## src/rtl/mbt_pkg.sv

```systemverilog
// Shared types for the multiplexed-bus register target.
// Assumes a register bank of 2**IDX_W halfword registers at the bottom of the space.
package mbt_pkg;
    localparam int IDX_W    = 3;
    localparam int REG_SPAN = 2 ** (IDX_W + 1);

    typedef enum logic [1:0] {
        RGN_REG = 2'd0,
        RGN_RSV = 2'd1,
        RGN_WIN = 2'd2
    } region_t;

    typedef enum logic [IDX_W-1:0] {
        IDX_ID    = 3'd0,
        IDX_CTRL  = 3'd1,
        IDX_DAT_A = 3'd2,
        IDX_DAT_B = 3'd3,
        IDX_DIR_A = 3'd4,
        IDX_DIR_B = 3'd5,
        IDX_PIN_A = 3'd6,
        IDX_PIN_B = 3'd7
    } reg_idx_t;
endpackage

```

## src/rtl/mbt_addr_latch.sv

```systemverilog
// Address capture and region decode.
// Samples the strobes each clock. It latches the address when ale_n is first seen
// high and pulses wr_stb when cs_n is first seen high during a write cycle.
// Assumes the address is still held on the lines in the cycle after ale_n rises.
module mbt_addr_latch
    import mbt_pkg::*;
#(
    parameter int ADDR_W   = 10,
    parameter int WIN_BASE = 256
) (
    input  logic              clk,
    input  logic              rst_n,
    input  logic              ale_n,
    input  logic              cs_n,
    input  logic              dir_wr,
    input  logic [ADDR_W-1:0] addr_in,
    output region_t           region,
    output logic [IDX_W-1:0]  idx,
    output logic              aligned,
    output logic              wr_stb
);
    localparam logic [ADDR_W-1:0] REG_LIM = ADDR_W'(REG_SPAN);
    localparam logic [ADDR_W-1:0] WIN_LIM = ADDR_W'(WIN_BASE);

    logic              ale_q;
    logic              cs_q;
    logic [ADDR_W-1:0] addr_q;

    // Remember the previous strobe levels for edge detection.
    always_ff @(posedge clk) begin
        if (!rst_n) begin
            ale_q <= 1'b1;
            cs_q  <= 1'b1;
        end else begin
            ale_q <= ale_n;
            cs_q  <= cs_n;
        end
    end

    // Capture the address at the rising edge of the latch strobe.
    always_ff @(posedge clk) begin
        if (!rst_n)
            addr_q <= '0;
        else if (ale_n && !ale_q)
            addr_q <= addr_in;
    end

    // Classify the held address into one of the three regions.
    always_comb begin
        if (addr_q < REG_LIM)
            region = RGN_REG;
        else if (addr_q < WIN_LIM)
            region = RGN_RSV;
        else
            region = RGN_WIN;
    end

    assign idx     = addr_q[IDX_W:1];
    assign aligned = !addr_q[0];
    assign wr_stb  = cs_n && !cs_q && dir_wr;

    // the held address moves only at a latch-strobe rising edge
    a_r12_addr_hold: assert property (@(posedge clk) disable iff (!rst_n)
        !(ale_n && !ale_q) |=> $stable(addr_q));
endmodule

```

## src/rtl/mbt_regbank.sv

```systemverilog
// Writable register storage: control word, contrast and the two port register pairs.
// Assumes wr_en has already been qualified by region, cycle width and alignment.
module mbt_regbank
    import mbt_pkg::*;
#(
    parameter int DATA_W  = 16,
    parameter int CTRL_W  = 8,
    parameter int CONTR_W = 4,
    parameter int REV_W   = 4,
    parameter int PORTS   = 2
) (
    input  logic                         clk,
    input  logic                         rst_n,
    input  logic                         wr_en,
    input  logic [IDX_W-1:0]             idx,
    input  logic [DATA_W-1:0]            wdata,
    output logic [PORTS-1:0][DATA_W-1:0] dat,
    output logic [PORTS-1:0][DATA_W-1:0] dir,
    output logic [CTRL_W-1:0]            ctrl,
    output logic [CONTR_W-1:0]           contr
);
    localparam int CTL_LO = REV_W;

    // Load the control and contrast fields. The revision slice of wdata is dropped.
    always_ff @(posedge clk) begin
        if (!rst_n) begin
            ctrl  <= '0;
            contr <= '0;
        end else if (wr_en && idx == IDX_CTRL) begin
            {ctrl, contr} <= wdata[DATA_W-1:CTL_LO];
        end
    end

    for (genvar p = 0; p < PORTS; p++) begin : g_port
        // Output-data register of port p.
        always_ff @(posedge clk) begin
            if (!rst_n)
                dat[p] <= '0;
            else if (wr_en && idx == IDX_W'(int'(IDX_DAT_A) + p))
                dat[p] <= wdata;
        end

        // Direction register of port p.
        always_ff @(posedge clk) begin
            if (!rst_n)
                dir[p] <= '0;
            else if (wr_en && idx == IDX_W'(int'(IDX_DIR_A) + p))
                dir[p] <= wdata;
        end

        // no register of port p changes without a qualified write
        a_r10_port_hold: assert property (@(posedge clk) disable iff (!rst_n)
            !wr_en |=> ($stable(dat[p]) && $stable(dir[p])));
    end

    // control bits change only on a qualified write
    a_r10_ctrl_hold: assert property (@(posedge clk) disable iff (!rst_n)
        !wr_en |=> ($stable(ctrl) && $stable(contr)));
endmodule

```

## src/rtl/mbt_rdmux.sv

```systemverilog
// Read-data selection by region and register index.
// Assumes the window region is never driven by this block, so it returns zero there.
module mbt_rdmux
    import mbt_pkg::*;
#(
    parameter int          DATA_W   = 16,
    parameter int          CTRL_W   = 8,
    parameter int          CONTR_W  = 4,
    parameter int          REV_W    = 4,
    parameter int          PORTS    = 2,
    parameter logic [15:0] BOARD_ID = 16'h8100,
    parameter logic [3:0]  REVISION = 4'h3
) (
    input  region_t                      region,
    input  logic [IDX_W-1:0]             idx,
    input  logic [PORTS-1:0][DATA_W-1:0] dat,
    input  logic [PORTS-1:0][DATA_W-1:0] dir,
    input  logic [PORTS-1:0][DATA_W-1:0] pins,
    input  logic [CTRL_W-1:0]            ctrl,
    input  logic [CONTR_W-1:0]           contr,
    output logic [DATA_W-1:0]            rd_data
);
    // Pick the word for the held address. Reserved and window regions read as zero.
    always_comb begin
        rd_data = '0;
        if (region == RGN_REG) begin
            case (idx)
                IDX_ID:    rd_data = DATA_W'(BOARD_ID);
                IDX_CTRL:  rd_data = {ctrl, contr, REV_W'(REVISION)};
                IDX_DAT_A: rd_data = dat[0];
                IDX_DAT_B: rd_data = dat[1];
                IDX_DIR_A: rd_data = dir[0];
                IDX_DIR_B: rd_data = dir[1];
                IDX_PIN_A: rd_data = pins[0];
                default:   rd_data = pins[1];
            endcase
        end
    end
endmodule

```

## src/rtl/mbt_target.sv

```systemverilog
// Top of the multiplexed-bus register target.
// Joins the address latch, the register bank and the read mux, and generates the
// line-drive enable and the expansion select.
// Assumes all bus pins are synchronous to clk and that the pads merge ad_o/ad_oe.
module mbt_target
    import mbt_pkg::*;
#(
    parameter int          DATA_W   = 16,
    parameter int          ADDR_W   = 10,
    parameter int          WIN_BASE = 256,
    parameter int          CTRL_W   = 8,
    parameter int          CONTR_W  = 4,
    parameter int          REV_W    = 4,
    parameter logic [15:0] BOARD_ID = 16'h8100,
    parameter logic [3:0]  REVISION = 4'h3
) (
    input  logic              clk,
    input  logic              rst_n,
    input  logic              ale_n,
    input  logic              cs_n,
    input  logic              dir_wr,
    input  logic              bhe_n,
    input  logic [DATA_W-1:0] ad_i,
    output logic [DATA_W-1:0] ad_o,
    output logic              ad_oe,
    input  logic [DATA_W-1:0] pa_in,
    input  logic [DATA_W-1:0] pb_in,
    output logic [DATA_W-1:0] pa_out,
    output logic [DATA_W-1:0] pa_oe,
    output logic [DATA_W-1:0] pb_out,
    output logic [DATA_W-1:0] pb_oe,
    output logic [CTRL_W-1:0] ctrl_en,
    output logic [CONTR_W-1:0] contrast,
    output logic              exp_sel
);
    localparam int PORTS = 2;

    region_t                      region;
    logic [IDX_W-1:0]             idx;
    logic                         aligned;
    logic                         wr_stb;
    logic                         wr_en;
    logic [PORTS-1:0][DATA_W-1:0] dat;
    logic [PORTS-1:0][DATA_W-1:0] dir;
    logic [PORTS-1:0][DATA_W-1:0] pins;

    mbt_addr_latch #(
        .ADDR_W  (ADDR_W),
        .WIN_BASE(WIN_BASE)
    ) u_latch (
        .clk    (clk),
        .rst_n  (rst_n),
        .ale_n  (ale_n),
        .cs_n   (cs_n),
        .dir_wr (dir_wr),
        .addr_in(ad_i[ADDR_W-1:0]),
        .region (region),
        .idx    (idx),
        .aligned(aligned),
        .wr_stb (wr_stb)
    );

    // Qualify the write: register region, 16-bit cycle, even address.
    assign wr_en = wr_stb && (region == RGN_REG) && !bhe_n && aligned;

    mbt_regbank #(
        .DATA_W (DATA_W),
        .CTRL_W (CTRL_W),
        .CONTR_W(CONTR_W),
        .REV_W  (REV_W),
        .PORTS  (PORTS)
    ) u_regs (
        .clk  (clk),
        .rst_n(rst_n),
        .wr_en(wr_en),
        .idx  (idx),
        .wdata(ad_i),
        .dat  (dat),
        .dir  (dir),
        .ctrl (ctrl_en),
        .contr(contrast)
    );

    assign pins = {pb_in, pa_in};

    mbt_rdmux #(
        .DATA_W  (DATA_W),
        .CTRL_W  (CTRL_W),
        .CONTR_W (CONTR_W),
        .REV_W   (REV_W),
        .PORTS   (PORTS),
        .BOARD_ID(BOARD_ID),
        .REVISION(REVISION)
    ) u_rdmux (
        .region (region),
        .idx    (idx),
        .dat    (dat),
        .dir    (dir),
        .pins   (pins),
        .ctrl   (ctrl_en),
        .contr  (contrast),
        .rd_data(ad_o)
    );

    // Drive the lines on reads outside the window, select the window on 8-bit cycles.
    assign ad_oe   = !cs_n && !dir_wr && (region != RGN_WIN);
    assign exp_sel = !cs_n && bhe_n && (region == RGN_WIN);

    assign pa_out = dat[0];
    assign pb_out = dat[1];
    assign pa_oe  = dir[0];
    assign pb_oe  = dir[1];

    // the block and a window peripheral never drive together
    a_r11_no_contention: assert property (@(posedge clk) disable iff (!rst_n)
        !(ad_oe && exp_sel));
    // lines are driven only during a selected read
    a_r11_oe_read: assert property (@(posedge clk) disable iff (!rst_n)
        ad_oe |-> (!cs_n && !dir_wr));
    // an identity read always shows the fixed word
    a_r2_id_value: assert property (@(posedge clk) disable iff (!rst_n)
        (ad_oe && region == RGN_REG && idx == IDX_ID) |-> (ad_o == DATA_W'(BOARD_ID)));
endmodule

```

## config.mk

```make
export PLATFORM = sky130hd
export DESIGN_NAME = mbt_target
export DESIGN_NICKNAME = d
export VERILOG_FILES = /design/src/rtl/mbt_pkg.sv /design/src/rtl/mbt_addr_latch.sv /design/src/rtl/mbt_regbank.sv /design/src/rtl/mbt_rdmux.sv /design/src/rtl/mbt_target.sv
export SDC_FILE = /design/constraint.sdc
export NUM_CORES = 1
export LEC_CHECK = 0
export BUFFER_PORTS_ARGS = -buffer_cell sky130_fd_sc_hd__buf_2
export CAP_MARGIN = 20
export CELL_PAD_IN_SITES_DETAIL_PLACEMENT = 0
export CELL_PAD_IN_SITES_GLOBAL_PLACEMENT = 2
export CORE_ASPECT_RATIO = 0.9
export CORE_UTILIZATION = 32
export CTS_CLUSTER_SIZE = 12
export DETAILED_ROUTE_END_ITERATION = 7
export GPL_TIMING_DRIVEN = 0
export PLACE_DENSITY_LB_ADDON = 0.1
export SLEW_MARGIN = 30
export SYNTH_ARGS = -nofsm -noshare
export SYNTH_HDL_FRONTEND = slang
export SYNTH_HIERARCHICAL = 1
export SYNTH_SLANG_ARGS = --single-unit
```

## constraint.sdc

```tcl
create_clock -name clk -period 4.3 [get_ports clk]
set_input_delay 0.215 -clock clk [delete_from_list [all_inputs] [get_ports clk]]
set_output_delay 0.215 -clock clk [all_outputs]
set_load 0.05 [all_outputs]
```

==> results.py, run 1 <==
metrics = {
    "outcome": {
        "status": "finished, violations left",
        "violations": "DRC",
    },
    "pwr": {
        "power.density_nw_per_um2": 319,
        "p_int_mw": 1.34,
        "comb_power_share_pct": 10.7,
        "power_leakage_nw": 2.84,
        "p_seq_share_pct": 45.8,
        "vdd_drop_max_mv": 0.200,
        "total_power_mw": 1.79,
        "switching_share_pct": 25.3,
        "p_switching_mw": 0.453,
        "clkPwrFrac_pct": 43.5,
    },
    "finish": {
        "nNetsFinal": 683,
        "antenna_cells": 0,
        "drive_gt1_share_pct": 35.5,
        "syn_to_final_growth_pct": 28.1,
    },
    "floorplan": {
        "die_y_um": 113,
        "core_um2": 13400,
        "die_w_um": 126,
        "fp-row-count": 40,
        "die-area_um2": 14200,
        "ioPinCount": 148,
        "initial_core_util_pct": 32.9,
    },
    "clock_tree": {
        "root_buffer": "clkbuf_16",
        "cts.clk_slew.worst_paths_ns": 0.06,
        "h-tree-depth": 3,
        "cts_buffers": 9,
        "cts_sinks": 88,
        "clk_latency_ns": 0.34,
        "ctsLongestPathBuffers": 2,
        "cts_resized": 0,
        "cts_tree": "built",
        "hold_buffers": 0,
        "cts_setup_buffers": 0,
    },
    "timing": {
        "worst_pin_slew_ns": 0.981,
        "tns_ns": 0,
        "hold_viol": 0,
        "fmax_ghz": 0.287,
        "rsz0062_at_grt": "no",
        "skew_ns": 0.00379,
        "setup_violations": 0,
        "period_minus_slack_ns": 3.49,
        "slew_violations": 0,
        "max_slew_margin_pct": 34.4,
        "min_period_over_period_pct": 81.1,
    },
    "placement": {
        "place.detailed.hpwl_um": 11800,
        "gp_congestion": 0.790,
        "place.port_buffers": 147,
    },
    "yosys": {
        "synth_area_per_cell_um2": 9.33,
        "async_flop_share_pct": 0,
        "yosys_warnings": 6,
        "synth-seq-cells": 88,
        "syn_nets": 525,
        "yosysSeqAreaShare_pct": 40.1,
        "syn_area_um2": 4390,
        "yosys.cell_types.count": 48,
        "synth_edf_count": 0,
        "ys.flop_type": "dfxtp_1",
        "synth_cells": 471,
    },
    "global_route": {
        "grt_max_degree": 14,
        "antenna_found_initial": 0,
        "grtUsageTotal_pct": 23.9,
        "grt_overflow": 0,
        "grt_pass1_wl_um": 24600,
        "grt_pass1_vias": 3947,
    },
    "route": {
        "wl_um": 16700,
        "drtPass1Iterations": 7,
        "drc": 12,
        "dr.first_iter.drc_count": 267,
        "vias_per_cell": 5.09,
        "postRouteAntennaNets": 0,
        "vias": 4076,
        "wl_per_cell_um": 20.9,
    },
    "flow_run": {
        "cap_violations": 0,
    },
    "setup_path": {
        "cp_slowest_stage_delay_ns": 0.76,
        "arrival_ns": 3.27,
        "crit_fanout": 10,
        "cp-end-kind": "output port",
        "crit_top_cell": "nor2_1",
        "worstPathCellList": "nor4_1 > nor2_1 > nor2_1 > buf_1 > o21ai_0 > a21oi_1 > buf_2",
        "critical_path_required_ns": 4.09,
        "start_kind": "flip-flop",
        "slowest_stage": "nor2_1",
        "critical_path_class": "reg -> out",
    },
    "worst_hold_path": {
        "hp-class": "in -> reg",
    },
}
## path summary, 6_finish.rpt
path                                                      from                        endpoint  slack, ns  cells after the start
worst max-delay path            u_latch/addr_q[5]$_SDFFE_PN0P_                         ad_o[4]       0.81                      7
worst min-delay path                                     ale_n        u_latch/ale_q$_SDFF_PN1_       0.08                      2
worst max register to register  u_latch/addr_q[5]$_SDFFE_PN0P_    u_regs/contr[2]$_SDFFE_PN0P_       2.07                      6
worst min register to register  u_latch/addr_q[1]$_SDFFE_PN0P_  u_latch/addr_q[1]$_SDFFE_PN0P_       0.46                      2
## synth_stat cells (6+ instances only)
cell / number / area, um2
a21oi_1: 14 / 70.1
a2bb2oi_1: 6 / 52.6
buf_2: 16 / 80.1
buf_4: 6 / 45.0
buf_6: 6 / 67.6
dfxtp_1: 88 / 1760
mux2_2: 14 / 158
mux2i_1: 90 / 901
nand2_1: 124 / 465
nor2_1: 11 / 41.3
o21ai_0: 16 / 80.1
o221ai_1: 8 / 70.1
## critical path, delay by kind of cell (launching register included)
family,cells,cell delay (ns)
buffers and inverters,2,0.95
flip-flops,1,0.31
AO/OA/AOI/OAI,2,0.46
AND/OR/NAND/NOR,3,1.21
## power groups by stage
stage          Sequential [mW]  Clock (mW)  Combinational, mW
6_report                 0.822       0.780              0.192
2_1_floorplan            0.841           0              0.108
3_5_place_dp             0.841           0              0.192
3_3_place_gp             0.840           0              0.191
5_1_grt                  0.822       0.842              0.203
4_1_cts                  0.822       0.800              0.192
## layer usage
layer / wire (um) / global-route usage (%) / part of all wire, % / vias up
li1: - / - / - / 1956
met1: 7830 / 31.8 / 47 / 1971
met2: 7700 / 38.8 / 46 / 140
met3: 1030 / 6.48 / 6.2 / 9
met4: 148 / 4.96 / 0.89 / 0
met5: 0 / 0 / 0 / -
## cell type report
cell class,instances,area [um2]
clock inverters,4,45.0
fillers,1400,7730
well taps,168,210
repair buffers,147,736
plain buffers,41,324
multi-input cells,338,2290
flip-flops and latches,88,1760
clock buffers,11,243
inverters,4,15.0
## sequential cells by signal, summed over array words and instances, names as in the netlist
register        cells
u_regs/contr        4
u_regs/dat         32
u_latch/ale_q       1
u_latch/cs_q        1
u_regs/dir         32
u_latch/addr_q     10
u_regs/ctrl         8
## stage by stage
| step | utilization [%] | std cells | cell area (um2) | hold slack (ns) | setup slack [ns] |
|---|---|---|---|---|---|
| after floorplan | - | 471 | 4390 | 0.311 | 1.89 |
| after global placement | 40.0 | 786 | 5340 | 0.421 | 1.33 |
| after detailed placement | 40.0 | 786 | 5340 | 0.428 | 1.28 |
| after CTS | 42.1 | 801 | 5630 | 0.0655 | 0.893 |
| after global routing | 42.1 | 801 | 5630 | 0.0680 | 0.659 |
| final | 42.1 | 801 | 5630 | 0.0786 | 0.812 |
## cells by family after synthesis
family	Yosys count	synth area share, %
compound gates	70	10.7
buf+inv	45	7.72
flops	88	40.1
mux	105	24.6
simple gates	163	16.9
## cell usage in the layout, fill, tap and decap left out, types with 3 or more instances in the layout
| master | count |
|---|---|
| buf_12 | 3 |
| mux2i_1 | 90 |
| clkbuf_8 | 4 |
| a221oi_1 | 3 |
| dfxtp_1 | 88 |
| o221ai_1 | 8 |
| nor2b_2 | 4 |
| a2bb2oi_1 | 6 |
| a21oi_1 | 14 |
| o21ai_0 | 16 |
| nand2_1 | 124 |
| a22oi_1 | 5 |
| clkinv_2 | 3 |
| nand3b_1 | 4 |
| mux2_2 | 14 |
| inv_1 | 4 |
| nor2_1 | 11 |
| o22ai_1 | 4 |
| buf_2 | 163 |
| buf_6 | 6 |
| clkbuf_16 | 9 |
| a31oi_1 | 4 |
| buf_4 | 6 |
| clkbuf_1 | 6 |
Power figures use the tool's default switching activity.
==> inputs of run 2 (changes only) <==
--- a/config.mk
+++ b/config.mk
@@ -5,12 +5,13 @@
 export SDC_FILE = /design/constraint.sdc
 export NUM_CORES = 1
 export LEC_CHECK = 0
+export ABC_AREA = 1
 export BUFFER_PORTS_ARGS = -buffer_cell sky130_fd_sc_hd__buf_2
 export CAP_MARGIN = 20
 export CELL_PAD_IN_SITES_DETAIL_PLACEMENT = 0
 export CELL_PAD_IN_SITES_GLOBAL_PLACEMENT = 2
 export CORE_ASPECT_RATIO = 0.9
-export CORE_UTILIZATION = 32
+export CORE_UTILIZATION = 24
 export CTS_CLUSTER_SIZE = 12
 export DETAILED_ROUTE_END_ITERATION = 7
 export GPL_TIMING_DRIVEN = 0
==> constraint.sdc (replaced) <==
create_clock -name clk -period 2.8 [get_ports clk]
set_input_delay 0.14 -clock clk [delete_from_list [all_inputs] [get_ports clk]]
set_output_delay 0.14 -clock clk [all_outputs]
set_load 0.05 [all_outputs]
==> run 2 against run 1 <==
Net effect: the flow still finishes with violations (DRC); global-route usage fell by 1.9 points; clock skew rose by 0.0031 ns; area after synthesis rose by 11%.
==> results.py, run 2 <==
metrics = {
    "route": {
        "wl_um": 22800,
        "drc": 12,
        "vias": 5619,
        "wl_per_cell_um": 19.0,
        "drtPass1Iterations": 8,
        "vias_per_cell": 4.69,
        "dr.first_iter.drc_count": 320,
        "postRouteAntennaNets": 0,
    },
    "yosys": {
        "synth_cells": 780,
        "yosys_warnings": 6,
        "syn_nets": 834,
        "synth_area_leader_cell": "dfxtp_1",
        "async_flop_share_pct": 0,
        "yosys-top-cells-count": "nor2_1, nand2_1, nand3_1",
        "synth_most_common_cell": "nor2_1",
        "synth_edf_count": 0,
        "ys.flop_type": "dfxtp_1",
        "yosys.cell_types.count": 20,
        "yosysTopAreaCellShare_pct": 36.0,
        "syn_area_um2": 4890,
        "yosysSeqAreaShare_pct": 36.0,
        "synth_area_per_cell_um2": 6.27,
        "yosys-top-cells-area": "dfxtp_1, nor2_1, nand3_1",
        "synth-seq-cells": 88,
    },
    "placement": {
        "place.detailed.hpwl_um": 17600,
        "dp_slack_ns": 0.366,
        "place.port_buffers": 147,
        "gp_congestion": 0.801,
    },
    "floorplan": {
        "core_um2": 20000,
        "die-area_um2": 21000,
        "fp-row-count": 49,
        "die_y_um": 137,
        "die_w_um": 152,
        "ioPinCount": 148,
        "initial_core_util_pct": 24.5,
    },
    "finish": {
        "multi_input_area_um2": 2540,
        "nFillCells": 2340,
        "seq_area_um2": 1760,
        "syn_to_final_growth_pct": 28.7,
        "reg_top3": "u_regs/dat (32), u_regs/dir (32), u_latch/addr_q (10)",
        "final_cell_mix": "nor2_1, buf_2, nand2_1",
        "layout_commonest_cell": "nor2_1",
        "drive_gt1_share_pct": 24.0,
        "nNetsFinal": 993,
        "antenna_cells": 0,
    },
    "setup_path": {
        "crit_fanout": 10,
        "arrival_ns": 2.43,
        "critical_path_required_ns": 2.66,
        "cp-end-kind": "output port",
        "critical_path_class": "reg -> out",
        "start_kind": "flip-flop",
    },
    "timing": {
        "worst_pin_slew_ns": 0.691,
        "slew_violations": 0,
        "min_period_over_period_pct": 91.9,
        "max_slew_margin_pct": 53.9,
        "rsz0062_at_grt": "no",
        "worst_slack_ns": 0.226,
        "period_minus_slack_ns": 2.57,
        "hold_viol": 0,
        "fmax_ghz": 0.389,
        "tns_ns": 0,
        "setup_violations": 0,
        "skew_ns": 0.00692,
    },
    "clock_tree": {
        "cts.clk_slew.worst_paths_ns": 0.06,
        "cts_tree": "built",
        "cts_buffers": 9,
        "ctsLongestPathBuffers": 2,
        "h-tree-depth": 3,
        "root_buffer": "clkbuf_16",
        "cts_setup_buffers": 0,
        "clk_latency_ns": 0.35,
        "cts_sinks": 88,
    },
    "pwr": {
        "total_power_mw": 3.11,
        "clkPwrFrac_pct": 45.4,
        "p_switching_mw": 0.858,
        "power.density_nw_per_um2": 493,
        "vdd_drop_max_mv": 0.264,
        "p_seq_share_pct": 40.8,
        "p_int_mw": 2.25,
        "power_leakage_nw": 3.03,
        "switching_share_pct": 27.6,
        "comb_power_share_pct": 13.7,
    },
    "global_route": {
        "grt_pass1_vias": 5224,
        "grt_max_degree": 15,
        "grt_overflow": 0,
        "grtUsageTotal_pct": 22.0,
        "grt_pass1_wl_um": 33400,
        "antenna_found_initial": 0,
    },
    "outcome": {
        "violations": "DRC",
        "status": "finished, violations left",
    },
    "flow_run": {
        "cap_violations": 0,
    },
    "worst_hold_path": {
        "hp-class": "in -> reg",
    },
}
## run 2: cell types whose count changed in the layout (fill, tap and decap cells not counted), sizes merged, moves of 19 or more
cell   delta
nand3   +110
mux2i    -90
nor2    +200
nand2    +19
inv      +59
nand4    +46
## run 2: final timing paths
kind	start	to	slack (ns)	cells after the start
max	u_latch/addr_q[2]$_SDFFE_PN0P_	ad_o[7]	0.23	8
min	cs_n	u_latch/cs_q$_SDFF_PN1_	0.02	3
max reg2reg	u_latch/addr_q[8]$_SDFFE_PN0P_	u_regs/ctrl[2]$_SDFFE_PN0P_	0.67	11
min reg2reg	u_latch/addr_q[9]$_SDFFE_PN0P_	u_latch/addr_q[9]$_SDFFE_PN0P_	0.48	2
## run 2: logic make-up (layout without fill, tap and decap cells)
logic type | after synthesis | in the layout | share of synthesized area, %
flops | 88 | 88 | 36.0
simple gates | 513 | 513 | 45.8
compound gates | 60 | 60 | 6.14
buf+inv | 119 | 283 | 12.0
## run 2: repair_timing
item	4_1_cts	5_1_grt
setup endpoints to repair	3	1
hold endpoints to repair	1	0
hold buffers	1	0
resized for setup	1	2
cloned	0	0
## run 2: layout make-up
| type | count | share of cell area (%) |
|---|---|---|
| Sequential cell | 88 | 28.0 |
| Tap cell | 255 | 5.07 |
| Clock buffer | 10 | 3.64 |
| Buffer | 56 | 5.60 |
| Multi-Input combinational cell | 573 | 40.4 |
| Clock inverter | 6 | 1.71 |
| Inverter | 63 | 3.76 |
| Timing Repair Buffer | 148 | 11.8 |
## run 2: per-layer routing
| metal | GRT usage [%] | up-vias | routed length (um) |
|---|---|---|---|
| met5 | 0 | - | 0 |
| met4 | 6.51 | 0 | 399 |
| met3 | 3.15 | 20 | 1060 |
| met2 | 35.0 | 164 | 10100 |
| met1 | 30.9 | 2604 | 11200 |
| li1 | - | 2831 | - |
## run 2: power by group through the flow
| stage | clock network [mW] | registers, mW | logic, mW |
|---|---|---|---|
| 2_1_floorplan | 0 | 1.30 | 0.248 |
| 3_5_place_dp | 0 | 1.30 | 0.422 |
| 3_3_place_gp | 0 | 1.30 | 0.423 |
| 5_1_grt | 1.49 | 1.27 | 0.463 |
| 6_report | 1.41 | 1.27 | 0.427 |
| 4_1_cts | 1.45 | 1.27 | 0.425 |
## run 2: metrics by stage
| stage | cells | hold slack, ns | area [um2] | util [%] |
|---|---|---|---|---|
| after floorplan | 780 | 0.225 | 4890 | - |
| after global placement | 1182 | 0.353 | 5950 | 29.7 |
| after detailed placement | 1182 | 0.360 | 5950 | 29.7 |
| after CTS | 1199 | 0.0106 | 6290 | 31.5 |
| after global routing | 1199 | 0.0203 | 6300 | 31.5 |
| final | 1199 | 0.0170 | 6300 | 31.5 |
## run 2: worst max-delay path: stages, from the launching register on
cell      delay [ns]
dfxtp_1         0.34
buf_4           0.16
buf_4           0.20
clkbuf_1        0.56
nand4_1         0.16
nand2_1         0.10
nor2_1          0.04
a21oi_1         0.21
buf_2           0.30
==> inputs of run 3 (changes only) <==
--- a/config.mk
+++ b/config.mk
@@ -6,14 +6,14 @@
 export NUM_CORES = 1
 export LEC_CHECK = 0
 export ABC_AREA = 1
-export BUFFER_PORTS_ARGS = -buffer_cell sky130_fd_sc_hd__buf_2
 export CAP_MARGIN = 20
 export CELL_PAD_IN_SITES_DETAIL_PLACEMENT = 0
 export CELL_PAD_IN_SITES_GLOBAL_PLACEMENT = 2
 export CORE_ASPECT_RATIO = 0.9
-export CORE_UTILIZATION = 24
+export CORE_UTILIZATION = 29
 export CTS_CLUSTER_SIZE = 12
 export DETAILED_ROUTE_END_ITERATION = 7
+export DONT_BUFFER_PORTS = 1
 export GPL_TIMING_DRIVEN = 0
 export PLACE_DENSITY_LB_ADDON = 0.1
 export SLEW_MARGIN = 30
==> run 3 against run 2 <==
Net effect: the flow still finishes with violations (DRC); cell count is 16% lower; critical endpoint is now ad_o[4]; die area is 17% lower; largest cell class unchanged; wire length is 7.4% lower; cell area is 12% lower.
==> results.py, run 3 (synthesis results as in run 2) <==
metrics = {
    "outcome": {
        "status": "finished, violations left",
        "violations": "DRC",
    },
    "timing": {
        "hold_ws_ns": 0.0139,
        "period_minus_slack_ns": 2.66,
        "rsz0062_at_grt": "no",
        "worst_slack_ns": 0.136,
        "tns_ns": 0,
        "skew_ns": 0.00847,
        "slew_violations": 0,
        "min_period_over_period_pct": 95.2,
        "setup_violations": 0,
        "fmax_ghz": 0.375,
        "hold_viol": 0,
        "worst_pin_slew_ns": 0.876,
        "max_slew_margin_pct": 41.4,
    },
    "finish": {
        "syn_to_final_growth_pct": 13.9,
        "antenna_cells": 0,
        "nNetsFinal": 852,
        "reg_top3": "u_regs/dat (32), u_regs/dir (32), u_latch/addr_q (10)",
        "fin_util_pct": 34.2,
        "layout_commonest_cell": "nor2_1",
        "fin_cells": 1009,
        "final_cell_area_um2": 5570,
        "drive_gt1_share_pct": 12.0,
        "final_cell_mix": "nor2_1, nand2_1, nand3_1",
    },
    "setup_path": {
        "crit_fanout": 10,
        "critical_path_required_ns": 2.66,
        "critical_path_class": "reg -> out",
        "cp-end-kind": "output port",
        "start_kind": "flip-flop",
        "arrival_ns": 2.52,
    },
    "global_route": {
        "grt_max_degree": 14,
        "grt_overflow": 0,
        "antenna_found_initial": 0,
        "grt_pass1_vias": 4917,
        "grtUsageTotal_pct": 24.7,
        "grt_pass1_wl_um": 31300,
    },
    "floorplan": {
        "ioPinCount": 148,
        "die-area_um2": 17400,
        "core_um2": 16300,
        "fp-row-count": 44,
        "die_y_um": 125,
        "initial_core_util_pct": 30.0,
        "die_w_um": 139,
    },
    "clock_tree": {
        "cts_buffers": 9,
        "ctsLongestPathBuffers": 2,
        "h-tree-depth": 3,
        "cts_setup_buffers": 0,
        "cts.clk_slew.worst_paths_ns": 0.06,
        "cts_tree": "built",
        "clk_latency_ns": 0.35,
        "root_buffer": "clkbuf_16",
        "cts_sinks": 88,
    },
    "route": {
        "vias_per_cell": 5.11,
        "vias": 5159,
        "wl_um": 21100,
        "wl_per_cell_um": 20.9,
        "postRouteAntennaNets": 0,
        "drtPass1Iterations": 8,
        "drc": 10,
        "dr.first_iter.drc_count": 435,
    },
    "flow_run": {
        "cap_violations": 0,
    },
    "pwr": {
        "total_power_mw": 2.81,
        "p_switching_mw": 0.814,
        "vdd_drop_max_mv": 0.304,
        "p_seq_share_pct": 45.3,
        "power.density_nw_per_um2": 505,
        "comb_power_share_pct": 13.6,
        "power_leakage_nw": 2.30,
        "clkPwrFrac_pct": 41.0,
        "switching_share_pct": 29.0,
        "p_int_mw": 2.00,
    },
    "worst_hold_path": {
        "hp-class": "in -> reg",
    },
    "placement": {
        "place.detailed.hpwl_um": 16300,
        "place.port_buffers": 0,
        "gp_congestion": 0.820,
        "postPlaceCellArea_um2": 5170,
        "place_inst": 987,
        "dp_slack_ns": 0.120,
    },
}
run 3: cell types whose count changed in the layout (fill, tap and decap cells not counted), moves of 2 or more:
cell | previous run | this run
nor2_1 | 201 | 199
a21oi_1 | 31 | 17
clkbuf_8 | 0 | 2
a21oi_2 | 0 | 13
dlygate4sd3_1 | 1 | 7
buf_2 | 167 | 20
bufinv_16 | 3 | 0
run 3: metal layers:
| metal | wire length (um) | global-route usage, % | vias to the layer above | part of all wire, % |
|---|---|---|---|---|
| met2 | 9630 | 40.5 | 175 | 46 |
| li1 | - | - | 2542 | - |
| met3 | 1720 | 7.12 | 9 | 8.1 |
| met5 | 0 | 0 | - | 0 |
| met1 | 9660 | 32.5 | 2433 | 46 |
| met4 | 124 | 3.99 | 0 | 0.59 |
run 3: final timing paths:
check / from / endpoint / slack [ns] / cells after the start
worst max register to register: u_latch/addr_q[8]$_SDFFE_PN0P_ / u_regs/dat[20]$_SDFFE_PN0P_ / 0.63 / 11
worst max-delay path: u_latch/addr_q[2]$_SDFFE_PN0P_ / ad_o[4] / 0.14 / 7
worst min register to register: u_latch/addr_q[9]$_SDFFE_PN0P_ / u_latch/addr_q[9]$_SDFFE_PN0P_ / 0.48 / 2
worst min-delay path: ad_i[0] / u_latch/addr_q[0]$_SDFFE_PN0P_ / 0.01 / 4
run 3: final cells by class:
| class | instances | area [um2] |
|---|---|---|
| Inverter | 63 | 236 |
| Clock inverter | 3 | 17.5 |
| Timing Repair Buffer | 7 | 70.1 |
| Fill cell | 1812 | 10700 |
| Buffer | 56 | 354 |
| Clock buffer | 12 | 256 |
| Multi-Input combinational cell | 573 | 2610 |
| Sequential cell | 88 | 1760 |
| Tap cell | 207 | 259 |
run 3: power by group through the flow:
| stage | logic, mW | clock network, mW | registers [mW] |
|---|---|---|---|
| floorplan | 0.248 | 0 | 1.30 |
| global placement | 0.354 | 0 | 1.30 |
| detailed placement | 0.357 | 0 | 1.30 |
| CTS | 0.375 | 1.18 | 1.27 |
| global route | 0.416 | 1.24 | 1.27 |
| finish | 0.384 | 1.15 | 1.27 |
run 3: what timing repair did:
| action | in CTS | in global routing |
|---|---|---|
| setup endpoints to repair | 11 | 12 |
| endpoints found under the hold margin | 8 | 0 |
| pin swaps | 0 | 0 |
| hold buffers | 7 | 0 |
| gates resized for setup | 11 | 6 |
run 3: critical path: stages, from the launching register on:
cell and delay (ns):
dfxtp_1 0.35, buf_4 0.16, buf_4 0.20, clkbuf_1 0.53, nand4_1 0.16, nand2_1 0.14, nor2_1 0.08, a21oi_2 0.55
